===== src/rtl/scan_guard_pkg.sv =====
package scan_guard_pkg;
    typedef enum logic [1:0] {
        ST_INS_FUNC = 2'd0,
        ST_INS_SCAN = 2'd1,
        ST_SEC_FUNC = 2'd2
    } guard_state_e;

    typedef struct packed {
        logic scan_in_en;
        logic scan_out_en;
        logic key_load;
        logic key_sel_real;
        logic core_scan;
    } guard_out_t;
endpackage


===== src/rtl/scan_guard_flag.sv =====
module scan_guard_flag (
    input  logic clk,
    input  logic rst_n,
    input  logic set_i,
    output logic flag_o
);
    always_ff @(posedge clk or negedge rst_n) begin
        if (!rst_n)
            flag_o <= 1'b0;
        else if (set_i)
            flag_o <= 1'b1;
    end

    // the lock never clears without reset
    p_sticky_r5: assert property (@(posedge clk) disable iff (!rst_n)
        flag_o |=> flag_o);
endmodule


===== src/rtl/scan_guard_fsm.sv =====
module scan_guard_fsm
    import scan_guard_pkg::*;
(
    input  logic         clk,
    input  logic         rst_n,
    input  logic         scan_req,
    input  logic         lock_req,
    output guard_state_e state_o
);
    guard_state_e state_q, state_d;

    always_ff @(posedge clk or negedge rst_n) begin
        if (!rst_n)
            state_q <= ST_INS_FUNC;
        else
            state_q <= state_d;
    end

    always_comb begin
        state_d = state_q;
        unique case (state_q)
            ST_INS_FUNC: begin
                if (lock_req)      state_d = ST_SEC_FUNC;
                else if (scan_req) state_d = ST_INS_SCAN;
            end
            ST_INS_SCAN: begin
                if (lock_req)      state_d = ST_SEC_FUNC;
                else if (!scan_req) state_d = ST_INS_FUNC;
            end
            ST_SEC_FUNC: state_d = ST_SEC_FUNC;
            default:     state_d = ST_INS_FUNC;
        endcase
    end

    assign state_o = state_q;

    // lock request always lands in the secure state
    p_lock_enter_r4: assert property (@(posedge clk) disable iff (!rst_n)
        lock_req |=> state_q == ST_SEC_FUNC);
endmodule


===== src/rtl/scan_guard_dec.sv =====
module scan_guard_dec
    import scan_guard_pkg::*;
(
    input  guard_state_e state_i,
    input  logic         locked_i,
    output guard_out_t   out_o
);
    always_comb begin
        out_o = '0;
        unique case (state_i)
            ST_INS_FUNC: begin
                out_o.scan_in_en  = 1'b1;
                out_o.scan_out_en = 1'b1;
            end
            ST_INS_SCAN: begin
                out_o.scan_in_en  = 1'b1;
                out_o.scan_out_en = 1'b1;
                out_o.core_scan   = 1'b1;
            end
            ST_SEC_FUNC: begin
                out_o.key_load     = 1'b1;
                out_o.key_sel_real = 1'b1;
            end
            default: out_o = '0;
        endcase
        // the sticky flag overrides anything the state decode produced
        if (locked_i) begin
            out_o.scan_in_en  = 1'b0;
            out_o.scan_out_en = 1'b0;
            out_o.core_scan   = 1'b0;
        end
    end
endmodule


===== src/rtl/scan_guard.sv =====
module scan_guard
    import scan_guard_pkg::*;
(
    input  logic clk,
    input  logic rst_n,
    input  logic scan_req,
    input  logic lock_req,
    output logic scan_in_en,
    output logic scan_out_en,
    output logic key_load,
    output logic key_sel_real,
    output logic core_scan
);
    guard_state_e state;
    logic         locked;
    guard_out_t   outs;

    scan_guard_flag u_flag (
        .clk    (clk),
        .rst_n  (rst_n),
        .set_i  (lock_req),
        .flag_o (locked)
    );

    scan_guard_fsm u_fsm (
        .clk      (clk),
        .rst_n    (rst_n),
        .scan_req (scan_req),
        .lock_req (lock_req),
        .state_o  (state)
    );

    scan_guard_dec u_dec (
        .state_i  (state),
        .locked_i (locked),
        .out_o    (outs)
    );

    assign scan_in_en   = outs.scan_in_en;
    assign scan_out_en  = outs.scan_out_en;
    assign key_load     = outs.key_load;
    assign key_sel_real = outs.key_sel_real;
    assign core_scan    = outs.core_scan;

    // flag and state machine agree on the lock
    p_flag_state_r4: assert property (@(posedge clk) disable iff (!rst_n)
        locked == (state == ST_SEC_FUNC));
    // scan paths and key load are never active together
    p_interlock_r2: assert property (@(posedge clk) disable iff (!rst_n)
        !(key_load && (scan_in_en || scan_out_en)));
    // real key selected exactly when loaded
    p_keysel_r3: assert property (@(posedge clk) disable iff (!rst_n)
        key_sel_real == key_load);
    // no scan reaches the core once locked
    p_noscan_r6: assert property (@(posedge clk) disable iff (!rst_n)
        locked |-> !core_scan);
endmodule


===== config.mk =====
export PLATFORM = sky130hd
export DESIGN_NAME = scan_guard
export DESIGN_NICKNAME = d
export VERILOG_FILES = /design/src/rtl/scan_guard_pkg.sv /design/src/rtl/scan_guard_flag.sv /design/src/rtl/scan_guard_fsm.sv /design/src/rtl/scan_guard_dec.sv /design/src/rtl/scan_guard.sv
export SDC_FILE = /design/constraint.sdc
export NUM_CORES = 1
export LEC_CHECK = 0
export BUFFER_PORTS_ARGS = -buffer_cell sky130_fd_sc_hd__buf_2
export CORE_AREA = 4 4 41 43
export CTS_CLUSTER_SIZE = 40
export DETAILED_ROUTE_END_ITERATION = 12
export DIE_AREA = 0 0 45 47
export GPL_TIMING_DRIVEN = 0
export MAX_ROUTING_LAYER = met4
export SETUP_SLACK_MARGIN = 0.2
export SYNTH_ARGS = -nofsm -noshare
export SYNTH_HDL_FRONTEND = slang
export SYNTH_SLANG_ARGS = --single-unit
export TNS_END_PERCENT = 30

===== constraint.sdc =====
create_clock -name clk -period 1.8 [get_ports clk]
set_input_delay 0 -clock clk [delete_from_list [all_inputs] [get_ports clk]]
set_output_delay 0 -clock clk [all_outputs]
set_load 0.03 [all_outputs]

-- Word level (Yosys, flattened, before mapping)
Cells that the tools add are included.
W data, S select, Z words.
- register bits: 3
- output and inout bits: 5
- logic and storage cells: 19
- eq/ne operators: 4
- multiplexer cells: 10
- reductions and logical operators: 3
- operators with widths (cell ; number):
    $mux W2 ; 7
    $ne A3 B3 Y1 const B ; 2
    $pmux W2 S3 ; 1
    $eq A2 B1 Y1 const B ; 1
    $eq A2 B2 Y1 const B ; 1
    $logic_not A2 Y1 ; 1
    $mux W1 ; 2
    $reduce_and A2 Y1 ; 1
    $reduce_or A2 Y1 ; 1

-- Depth between registers and ports, before layout
- depth in word-level cells: 4
- depth in mapped cells: 2

-- Hierarchy
A second synthesis with hierarchy kept.
- cells, all modules: 12
- area total of the unflattened synthesis: 147.6 um^2
- modules (own cells, without submodules) (module ; times used ; cells an instance ; area each (um^2)):
    scan_guard_fsm ; 1 ; 5 ; 76.3
    scan_guard_dec ; 1 ; 5 ; 40.0
    scan_guard_flag ; 1 ; 2 ; 31.3

-- Worst setup path after synthesis
OpenSTA, ideal clock, no wires.
- path type: flip-flop to output port
- from: register u_fsm.state_q[1] (netlist: u_fsm.state_o[1])
- to: output port core_scan
- arrival: 1.251 ns
- required time: 1.800 ns
- slack: 0.549 ns
- cell stages (with the launch flop): 3
- path buffers: 0
- cell sequence: dfrtp_1 nor2_1 and2_1
- longest elaborated chain between the ends: 3
- ends and longest elaborated chain (what ; line ; text):
    from (decl) ; scan_guard_fsm.sv:10 ; guard_state_e state_q, state_d;
    from (signal assigned) ; scan_guard_fsm.sv:16 ; state_q <= state_d;
    $eq A2 B1 Y1 ; scan_guard_dec.sv:10 ; unique case (state_i)
    $mux W1 ; scan_guard_dec.sv:10 ;
    $mux W1 ; scan_guard_dec.sv:27 ; if (locked_i) begin
    to (decl) ; scan_guard.sv:12 ; output logic core_scan
No other way between the ends.

-- Worst setup path in the final report
Ends and elaborated chain as after synthesis.

==> impl_metrics.tcl <==
set metrics [dict create \
    syn2layout_area_growth_pct 75.7 \
    synth-seq-cells 3 \
    nets 31 \
    finalHoldViolCount 0 \
    syn-cell-area_um2 139 \
    wirelength_um 285 \
    setup_violations 0 \
    io_pins 9 \
    internal_power_mw 0.228 \
    cts_buffers 3 \
    die_x_um 45 \
    io_buffers 8 \
    path_max_fanout 4 \
    grt_max_degree 5 \
    critPathTopFamily "flip-flops" \
    fin_util_pct 18.8 \
    worst_pin_slew_ns 0.181 \
    arrival_ns 1.12 \
    grt_usage_pct 3.43 \
    clk_pin_slew_ns 0.04 \
    avgViaCountPerCell 3.00 \
    cp.required_ns 1.80 \
    cpMaxStageDelayCell "dfrtp_1" \
    slew_headroom_pct 87.9 \
    setup_ws_ns 0.679 \
    cts.htree.levels 1 \
    ant_nets 0 \
    yosysSeqAreaShare_pct 54.1 \
    cts_tree "yes" \
    cts_buffer_depth 2 \
    die_h_um 47 \
    antenna_found_initial 0 \
    timing.critical_path.buf_inv 1 \
    root_buffer "clkbuf_4" \
    path_cells "nor2_1 -> and2_1 -> buf_2" \
    path_class "register to output port" \
    rows 13 \
    fmax_mhz 892 \
    switchingPower_mw 0.124 \
    hold_buffers 2 \
    dieArea_um2 2120 \
    clkSinkCount 3 \
    drtIter0Drc 0 \
    wl_per_cell_um 6.95 \
    p_seq_share_pct 27.2 \
    vias 123 \
    syn_nets 16 \
    worst_ir_drop_vdd_mv 0.266 \
    clkPwrFrac_pct 32.3 \
    place_ws_ns 0.917 \
    postCtsResizedCells 0 \
    holdWs_ns 0.0374 \
    startpoint_type "register" \
    finClkSkew_ns 0.00212 \
    coreArea_um2 1300 \
    drv_cap 0 \
    start_util_pct 10.7 \
    fin_tns_setup_ns 0 \
    synth_warnings 0 \
    first_global_vias 100 \
    gp_congestion 0.609 \
    status "completed" \
    drive_above_1_share_pct 57.7 \
    crit_path_max_incr_delay_ns 0.39 \
    power.share.switching_pct 35.2 \
    ff_latch_area_um2 75.1 \
    multi_input_area_um2 45.0 \
    end_kind "output port" \
    first_pass_iters 1 \
    period_share_pct 62.3 \
    num-fill-cells 157 \
    insertion_delay_ns 0.23 \
    diodes 0 \
    synthCells 12 \
    period_needed_ns 1.12 \
    hpwlAfterDp_um 227 \
    overflow 0 \
    grt_pass1_wl_um 365 \
    cts_setup_buffers 0 \
    power_density_nw_per_um2 1440 \
    leakagePower_nw 0.131 \
    grt_setup_unrepaired "no" \
    post_synth.cell_area_avg_um2 11.6 \
    drc_errors 0 \
    min_path_type "input port to register" \
    power_frac_comb_pct 40.5 \
    drv_slew 0 \
    synth_cell_types 9 \
]
==> metal layers <==
metal | part of all wire [%] | up-vias | GRT usage (%)
li1 | - | 64 | -
met1 | 33 | 52 | 2.06
met2 | 46 | 7 | 3.39
met3 | 21 | 0 | 4.60
met4 | 0 | 0 | 5.26
met5 | 0 | - | -
==> cell families after synthesis <==
logic type      after synthesis  synth area share [%]
simple gates                  5                  27.0
flops                         3                  54.1
compound gates                1                  5.41
buf+inv                       3                  13.5
==> cell usage after synthesis <==
library cell / count / area share [%]
inv_1: 1 / 2.7
nor2b_4: 1 / 9.9
or2_2: 1 / 4.5
nor2_1: 1 / 2.7
nor3b_1: 1 / 5.4
a21o_1: 1 / 5.4
dfrtp_1: 3 / 54
buf_4: 2 / 11
and2_1: 1 / 4.5
==> metrics by stage <==
stage          cells  instance area, um^2  total power, mW
2_1_floorplan     12                  139            0.205
4_1_cts           41                  244            0.365
3_5_place_dp      35                  198            0.239
6_report          41                  244            0.352
3_3_place_gp      35                  198            0.238
5_1_grt           41                  244            0.378
==> cell type report <==
class / instances / share of cell area [%]
Multi-Input combinational cell: 6 / 18.5
Buffer: 2 / 6.15
Tap cell: 15 / 7.69
Clock buffer: 4 / 10.8
Timing Repair Buffer: 10 / 24.6
Inverter: 1 / 1.54
Sequential cell: 3 / 30.8
==> worst reg2reg max path, cell delays in order (launching register included) <==
cell and delay [ns]:
dfrtp_1 0.39, nor2b_4 0.14, a21o_1 0.14
==> flip-flops by register name, summed over array words and instances (netlist names) <==
register / flops
u_flag.flag_o: 1
u_fsm.state_o: 2
==> cells in the final DEF, fill, tap and decap left out <==
master	n
buf_4	2
clkbuf_4	3
nor2b_4	1
nor2_1	1
or2_2	1
buf_2	8
dfrtp_1	3
and2_1	1
a21o_1	1
clkbuf_1	1
dlygate4sd3_1	2
inv_1	1
nor3b_1	1
==> final timing paths <==
kind                                                   start                            to  slack (ns)  cells after the start
worst min register to register     u_flag.flag_o$_DFFE_PN0P_     u_flag.flag_o$_DFFE_PN0P_        0.46                      1
worst max register to register  u_fsm.state_o[1]$_DFFE_PN0P_  u_fsm.state_o[1]$_DFFE_PN0P_        1.01                      2
worst max-delay path            u_fsm.state_o[1]$_DFFE_PN0P_                     core_scan        0.68                      3
max in group asynchronous                              rst_n     u_flag.flag_o$_DFFE_PN0P_        1.60                      2
worst min-delay path                                scan_req  u_fsm.state_o[0]$_DFFE_PN0P_        0.04                      2
min in group asynchronous                              rst_n  u_fsm.state_o[1]$_DFFE_PN0P_        0.09                      2
==> power by group through the flow <==
stage	Combinational [mW]	Clock (mW)	Sequential, mW
floorplan	0.111	0	0.0941
global placement	0.141	0	0.0967
global route	0.151	0.128	0.0984
finish	0.143	0.114	0.0958
CTS	0.145	0.124	0.0963
detailed placement	0.142	0	0.0966
Power figures use the tool's default switching activity.
